`src/rtl/pal_pkg.sv`:
```
package pal_pkg;

  // Sequencer state for select code 2; the order is behavioural.
  typedef enum logic [2:0] {
    ST_M0   = 3'd0,
    ST_M1   = 3'd1,
    ST_M2   = 3'd2,
    ST_M3   = 3'd3,
    ST_CMD  = 3'd4,
    ST_LO   = 3'd5,
    ST_HI   = 3'd6,
    ST_DATA = 3'd7
  } seq_st_t;

  localparam logic [2:0] SEL_WADDR = 3'd0;
  localparam logic [2:0] SEL_COLOR = 3'd1;
  localparam logic [2:0] SEL_SHARE = 3'd2;
  localparam logic [2:0] SEL_RADDR = 3'd3;
  localparam logic [2:0] SEL_IXLO  = 3'd4;
  localparam logic [2:0] SEL_IXDAT = 3'd5;
  localparam logic [2:0] SEL_CMD   = 3'd6;
  localparam logic [2:0] SEL_IXHI  = 3'd7;

endpackage

```
`src/rtl/pal_seq.sv`:
```
module pal_seq
  import pal_pkg::*;
(
  input  logic    clk,
  input  logic    rst_n,
  input  logic    acc_rd,
  input  logic    acc_wr,
  input  logic    at_share,
  input  logic    idx_en,
  output seq_st_t st
);

  seq_st_t st_nxt;
  logic    any_acc;

  assign any_acc = acc_rd | acc_wr;

  always_comb begin
    st_nxt = st;
    if (any_acc) begin
      if (!at_share) begin
        st_nxt = ST_M0;
      end else begin
        unique case (st)
          ST_M0, ST_M1, ST_M2, ST_M3:
            st_nxt = acc_rd ? seq_st_t'(st + 3'd1) : ST_M0;
          ST_CMD:
            st_nxt = (acc_rd && idx_en) ? ST_LO : ST_M0;
          ST_LO:   st_nxt = ST_HI;
          ST_HI:   st_nxt = ST_DATA;
          ST_DATA: st_nxt = ST_DATA;
          default: st_nxt = ST_M0;
        endcase
      end
    end
  end

  always_ff @(posedge clk or negedge rst_n) begin
    if (!rst_n) st <= ST_M0;
    else if (any_acc) st <= st_nxt;
  end

  a_r3_read_advance: assert property (@(posedge clk) disable iff (!rst_n)
    (acc_rd && at_share && (st < ST_CMD)) |=> (3'(st) == 3'($past(st) + 3'd1)));

  a_r4_write_rewinds: assert property (@(posedge clk) disable iff (!rst_n)
    (acc_wr && at_share && (st <= ST_CMD)) |=> (st == ST_M0));

  a_r5_locked_rewinds: assert property (@(posedge clk) disable iff (!rst_n)
    (acc_rd && at_share && (st == ST_CMD) && !idx_en) |=> (st == ST_M0));

  a_r8_other_rewinds: assert property (@(posedge clk) disable iff (!rst_n)
    ((acc_rd || acc_wr) && !at_share) |=> (st == ST_M0));

  a_r7_data_sticks: assert property (@(posedge clk) disable iff (!rst_n)
    ((acc_rd || acc_wr) && at_share && (st == ST_DATA)) |=> (st == ST_DATA));

  a_strobe_excl: assert property (@(posedge clk) disable iff (!rst_n)
    !(acc_rd && acc_wr));

endmodule

```
`src/rtl/pal_index.sv`:
```
module pal_index #(
  parameter int DW    = 8,
  parameter int IW    = 16,
  parameter int DEPTH = 256
) (
  input  logic          clk,
  input  logic          rst_n,
  input  logic          lo_wr,
  input  logic          hi_wr,
  input  logic          dat_acc,
  input  logic          dat_wr,
  input  logic [DW-1:0] wdata,
  output logic [IW-1:0] idx,
  output logic [DW-1:0] dat_rd
);

  localparam int AW = (DEPTH > 1) ? $clog2(DEPTH) : 1;
  localparam int HW = IW - DW;

  logic [DW-1:0] mem [DEPTH];
  logic [IW-1:0] idx_nxt;
  logic          in_range;
  logic [AW-1:0] slot;

  assign in_range = ({1'b0, idx} < (IW+1)'(DEPTH));
  assign slot     = idx[AW-1:0];
  assign dat_rd   = in_range ? mem[slot] : '0;

  always_comb begin
    idx_nxt = idx;
    if (lo_wr)        idx_nxt = {idx[IW-1:DW], wdata};
    else if (hi_wr)   idx_nxt = {wdata[HW-1:0], idx[DW-1:0]};
    else if (dat_acc) idx_nxt = idx + 1'b1;
  end

  always_ff @(posedge clk or negedge rst_n) begin
    if (!rst_n) idx <= '0;
    else if (lo_wr || hi_wr || dat_acc) idx <= idx_nxt;
  end

  always_ff @(posedge clk) begin
    if (dat_wr && in_range) mem[slot] <= wdata;
  end

  a_r7_index_step: assert property (@(posedge clk) disable iff (!rst_n)
    (dat_acc && !lo_wr && !hi_wr) |=> (idx == $past(idx) + 1'b1));

  a_r9_wrap: assert property (@(posedge clk) disable iff (!rst_n)
    (dat_acc && !lo_wr && !hi_wr && (idx == '1)) |=> (idx == '0));

  a_r11_index_hold: assert property (@(posedge clk) disable iff (!rst_n)
    !(lo_wr || hi_wr || dat_acc) |=> $stable(idx));

  a_r10_wr_implies_acc: assert property (@(posedge clk) disable iff (!rst_n)
    dat_wr |-> dat_acc);

endmodule

```
`src/rtl/pal_host_port.sv`:
```
module pal_host_port
  import pal_pkg::*;
#(
  parameter int DW     = 8,
  parameter int IW     = 16,
  parameter int DEPTH  = 256,
  parameter int EN_BIT = 4
) (
  input  logic          clk,
  input  logic          rst_n,
  input  logic [2:0]    sel,
  input  logic          rd_stb,
  input  logic          wr_stb,
  input  logic [DW-1:0] wdata,
  output logic [DW-1:0] rdata
);

  localparam logic [DW-1:0] MASK_RST = '1;
  localparam logic [DW-1:0] CMD_RST  = '0;

  seq_st_t       st;
  logic          at_share;
  logic          any_acc;
  logic          sh_mask, sh_cmd, sh_lo, sh_hi, sh_dat;
  logic          lo_wr, hi_wr, dat_acc, dat_wr, mask_wr, cmd_wr;
  logic [IW-1:0] idx;
  logic [DW-1:0] dat_rd;
  logic [DW-1:0] waddr_q, raddr_q, color_q, mask_q, cmd_q;

  assign at_share = (sel == SEL_SHARE);
  assign any_acc  = rd_stb | wr_stb;

  assign sh_mask = at_share && (st < ST_CMD);
  assign sh_cmd  = at_share && (st == ST_CMD);
  assign sh_lo   = at_share && (st == ST_LO);
  assign sh_hi   = at_share && (st == ST_HI);
  assign sh_dat  = at_share && (st == ST_DATA);

  assign mask_wr = wr_stb && sh_mask;
  assign cmd_wr  = wr_stb && (sh_cmd || sel == SEL_CMD);
  assign lo_wr   = wr_stb && (sh_lo  || sel == SEL_IXLO);
  assign hi_wr   = wr_stb && (sh_hi  || sel == SEL_IXHI);
  assign dat_acc = any_acc && (sh_dat || sel == SEL_IXDAT);
  assign dat_wr  = wr_stb && dat_acc;

  pal_seq u_seq (
    .clk      (clk),
    .rst_n    (rst_n),
    .acc_rd   (rd_stb),
    .acc_wr   (wr_stb),
    .at_share (at_share),
    .idx_en   (cmd_q[EN_BIT]),
    .st       (st)
  );

  pal_index #(.DW(DW), .IW(IW), .DEPTH(DEPTH)) u_index (
    .clk     (clk),
    .rst_n   (rst_n),
    .lo_wr   (lo_wr),
    .hi_wr   (hi_wr),
    .dat_acc (dat_acc),
    .dat_wr  (dat_wr),
    .wdata   (wdata),
    .idx     (idx),
    .dat_rd  (dat_rd)
  );

  always_ff @(posedge clk or negedge rst_n) begin
    if (!rst_n) begin
      waddr_q <= '0;
      raddr_q <= '0;
      color_q <= '0;
    end else begin
      if (wr_stb && sel == SEL_WADDR) waddr_q <= wdata;
      if (wr_stb && sel == SEL_RADDR) raddr_q <= wdata;
      if (wr_stb && sel == SEL_COLOR) color_q <= wdata;
    end
  end

  always_ff @(posedge clk or negedge rst_n) begin
    if (!rst_n) begin
      mask_q <= MASK_RST;
      cmd_q  <= CMD_RST;
    end else begin
      if (mask_wr) mask_q <= wdata;
      if (cmd_wr)  cmd_q  <= wdata;
    end
  end

  always_comb begin
    rdata = '0;
    unique case (sel)
      SEL_WADDR: rdata = waddr_q;
      SEL_COLOR: rdata = color_q;
      SEL_RADDR: rdata = raddr_q;
      SEL_IXLO:  rdata = idx[DW-1:0];
      SEL_IXHI:  rdata = DW'(idx[IW-1:DW]);
      SEL_IXDAT: rdata = dat_rd;
      SEL_CMD:   rdata = cmd_q;
      SEL_SHARE: begin
        unique case (st)
          ST_CMD:  rdata = cmd_q;
          ST_LO:   rdata = idx[DW-1:0];
          ST_HI:   rdata = DW'(idx[IW-1:DW]);
          ST_DATA: rdata = dat_rd;
          default: rdata = mask_q;
        endcase
      end
      default: rdata = '0;
    endcase
  end

  a_r4_mask_lands: assert property (@(posedge clk) disable iff (!rst_n)
    mask_wr |=> (mask_q == $past(wdata)));

  a_r4_cmd_lands: assert property (@(posedge clk) disable iff (!rst_n)
    cmd_wr |=> (cmd_q == $past(wdata)));

  a_r6_one_target: assert property (@(posedge clk) disable iff (!rst_n)
    $countones({mask_wr, cmd_wr, lo_wr, hi_wr, dat_wr}) <= 1);

  a_r11_cmd_hold: assert property (@(posedge clk) disable iff (!rst_n)
    !cmd_wr |=> $stable(cmd_q));

endmodule

```
`config.mk`:
```
export PLATFORM = sky130hd
export DESIGN_NAME = pal_host_port
export DESIGN_NICKNAME = d
export VERILOG_FILES = /design/src/rtl/pal_pkg.sv /design/src/rtl/pal_seq.sv /design/src/rtl/pal_index.sv /design/src/rtl/pal_host_port.sv
export SDC_FILE = /design/constraint.sdc
export NUM_CORES = 2
export LEC_CHECK = 0
export BUFFER_PORTS_ARGS = -buffer_cell sky130_fd_sc_hd__buf_2
export CAP_MARGIN = 40
export CELL_PAD_IN_SITES_DETAIL_PLACEMENT = 1
export CELL_PAD_IN_SITES_GLOBAL_PLACEMENT = 2
export CORE_ASPECT_RATIO = 0.5
export CORE_MARGIN = 2
export CORE_UTILIZATION = 45
export DETAILED_ROUTE_END_ITERATION = 12
export GPL_TIMING_DRIVEN = 0
export PLACE_DENSITY = 0.85
export SYNTH_ARGS = -nofsm -noshare
export SYNTH_HDL_FRONTEND = slang
export SYNTH_SLANG_ARGS = --single-unit
```
`constraint.sdc`:
```
create_clock -name clk -period 3.1 [get_ports clk]
set_clock_uncertainty 0.1 [all_clocks]
set_input_delay 0.465 -clock clk [delete_from_list [all_inputs] [get_ports clk]]
set_output_delay 0.465 -clock clk [all_outputs]
set_load 0.02 [all_outputs]
```
==> results.md <==
* Per-instance average area after synthesis at 20.1 sq um
* Outcome: complete, but fails checks
* CORE AREA at ~180000 sq um
* Clock slew at reported path FFs at 0.06 ns
* Via count at 49061
* Final Max Tran Viols at 0
* Async set-or-reset flop fraction in the synthesized netlist at 2.80%
* Pre-Repair DR Iteration Count at 6
* Post-layout min period at 5.31 ns
* Top_reg_cell synth: edfxtp_1
* Max Buffers Root-to-Sink at 3
* EDFF count, synth at slightly above 2000
* Syn Std Cell Area at ~82000 sq um
* Worst r2r path cells at 7
* Top delay family on crit path: compound AO/OA/AOI/OAI gates
* Cts bufs inserted at between 150 and 200
* Vias per cell at 6.87
* Syn. warnings at 0
* Max-cap violations at 0
* Port-buffer cells at 20
* Critical Path Max Stage Delay at 0.81 ns
* Initial antenna violation count at 16
* Drt total wl at 306000 microns
* CTS sink cnt at 2107
* CTS tree: done
* WL per Instance at 42.8 microns
* H-tree levels at 4
* Setup slack after layout at -2.21 ns
* Share of the synthesized area in the top cell type at roughly three quarters
* Routed Antenna Nets at 0
* Pin count of the biggest net entering global routing at 154
* Pwr Density at ~890 nW/um^2
* Hpwl dp at 194000 microns
* Mapped Nets at 4124
* Yosys top cell by area: edfxtp_1
* CP Max Fanout at 10
* Worst skew pair latency at around 0.86 ns
* RSZ-0062 raised after global routing: yes
* CP Launch Type: flip-flop
* Worst hold stages at 1
* Layout Nets at 4604
* Critical Path, Cell by Cell: or2_2 -> buf_1 -> clkbuf_2 -> a221oi_1 -> o21ai_0 -> o2111ai_2 -> o211ai_1 -> a31oi_2 -> o32a_1 -> buf_6
* Grt ovf at 0
* Crit path max-delay cell type: o211ai_1
* WP depth at 10
* DIE WIDTH at 609 microns
* Vias in the first global route at 48590
* Top post-synthesis cells by area: edfxtp_1, mux4_2, mux2i_1
* Synth cell types at 67
* Hold Path Class: in2reg
* F_max at between 150 and 200 MHz
* Pleak at around 30 nW
* Die Area at 187000 sq um
* FP Rows at between 100 and 150
* Post-DP Area at 87200 sq um
* Synth Register Bits at around 2100
* Placer congestion estimate at 0.969
* Most common cell in the netlist: edfxtp_1
* CP Class: reg2out
* Initial Util at 45.5%
* Hold Slack at -0.0111 ns
* R2R setup slack at -1.23 ns
* Num ports at 23
* Hold Fails Final Rpt at 10
* Starting DRT DRC Count at 8951
* Finished layout cell area at a little under 100000 sq um
* Sequential area share after synthesis at 76.4%
* Crit path arrival time at 4.75 ns
* Number of remaining DRC errors at 0
* Area Overhead vs Synth at 18.6%
* Worst Max-Slew Pin Slew at 1.18 ns
* Crit end category: output port
* VDD IR max at 0.500 mV
* Die Y at 307 microns
* Syn Inst Count at 4100
* Commonest cells in the netlist: edfxtp_1, mux4_2, nor2_1
* Root Driver: clkbuf_16
* First-pass GRT wire length at roughly 400000 microns
* Setup TNS at -1439.29 ns
* Setup violators final at 2058
* Slew Limit Headroom at 21.1%
* GRT Total Usage at roughly 32%
* Dpl ws at -3.26 ns
* Failing checks: hold timing, setup timing
* Share of cells above drive strength 1 at between 30% and 40%
* Required time of the critical path at between 2 and 3 ns
* Worst path bufs/invs at 3
* Period Utilization, post-route at 171%
[logic make-up (layout without fill, tap and decap cells)]
group                      after synthesis  count (layout)  share of synthesized area [%]
DFF                                   2107            2107                           76.4
muxes                                  694             694                           14.9
and+or+nand+nor                        554             554                           2.93
AOI/OAI and AO/OA                      475             475                           4.06
buffers and inverters                  254             875                           1.50
adders and majority gates                9               9                          0.137
xor gates and xnor gates                 7               7                         0.0744
other                                    0               8                              0
[worst register-to-register path: stages, from the launching register on]
cell and delay [ns]:
dfrtp_2 0.58, clkbuf_8 0.29, buf_2 0.34, nand2_1 0.23
nor2_1 0.65, nand2_1 0.49, clkbuf_1 0.45, nor2_1 0.81
[registers in the layout, summed over array words and instances (netlist names)]
name         cells
color_q          8
raddr_q          8
waddr_q          8
u_seq.st         3
u_index.idx     16
cmd_q            8
u_index.mem   2048
mask_q           8
[timing repair]
action | in CTS | in global routing
pin swaps | 62 | 40
endpoints found under the hold margin | 85 | 0
buffers inserted | 112 | 26
cloned | 4 | 0
gates resized for setup | 607 | 111
endpoints found under the setup margin | 2070 | 2063
hold buffers | 4 | 0
[area by class of cell]
type | count | area, sq um
Antenna cell | 8 | 20.0
Clock inverter | 103 | 876
Buffer | 234 | 2910
Sequential cell | 2107 | 63000
Clock buffer | 224 | 4880
Inverter | 14 | 62.6
Tap cell | 2408 | 3010
Fill cell | 15819 | 83200
Multi-Input combinational cell | 1739 | 19700
Timing Repair Buffer | 300 | 3270
[layer usage]
layer | vias up | wire [microns] | global-route usage, %
met5 | - | 250 | 0
met2 | 4557 | 134000 | 47.9
met4 | 18 | 19600 | 17.9
met3 | 907 | 47100 | 12.1
li1 | 17973 | - | -
met1 | 25606 | 105000 | 41.7
[stage by stage]
step	cells	util (%)	hold slack [ns]	power [mW]
2_1_floorplan	4100	-	0.0694	44.8
3_3_place_gp	6528	47.4	0.384	55.7
3_5_place_dp	6634	48.2	0.396	56.7
4_1_cts	7075	53.5	0.0232	84.1
5_1_grt	7131	54.0	0.00854	87.1
6_report	7137	54.0	-0.0111	86.7
[cell usage in the layout (no fill, tap or decap), types with 9 or more instances in the layout]
master and n:
edfxtp_1 2048, mux4_2 420, nor2_1 249, mux2i_1 214, buf_4 199, clkbuf_16 190
a22oi_1 128, nand2_1 83, clkbuf_1 80, a21oi_1 72, buf_6 58, buf_16 56
buf_12 53, mux2_2 51, nand3_1 50, o21ai_0 50, buf_8 47, dfrtp_1 47
nor2_4 42, clkinv_1 41, clkinv_2 39, a22oi_2 33, a22o_1 28, clkbuf_2 24
a221oi_1 23, nand4_1 18, o22ai_1 18, buf_2 16, a221oi_4 14, nor2_2 14
bufinv_16 14, and3_1 13, nand2_2 13, buf_1 10, clkbuf_8 10, inv_1 9
clkbuf_4 9, a221oi_2 9, nor3_1 9
[path summary, 6_finish.rpt]
path                                       endpoint      startpoint
worst max-delay path                       rdata[2]  u_index.idx[4]
worst min-delay path            u_index.mem[141][0]        wdata[0]
worst max register to register  u_index.mem[245][4]  u_index.idx[4]
worst min register to register           color_q[6]      color_q[6]
max in group asynchronous                 mask_q[2]           rst_n
min in group asynchronous               u_seq.st[1]           rst_n
[report_power, final]
group          leakage (nW)  internal (mW)  switching (mW)
clock                  2.83           12.3            10.8
sequential             19.1           31.4           0.226
combinational          8.97           12.3            19.6
Power figures use the tool's default switching activity.
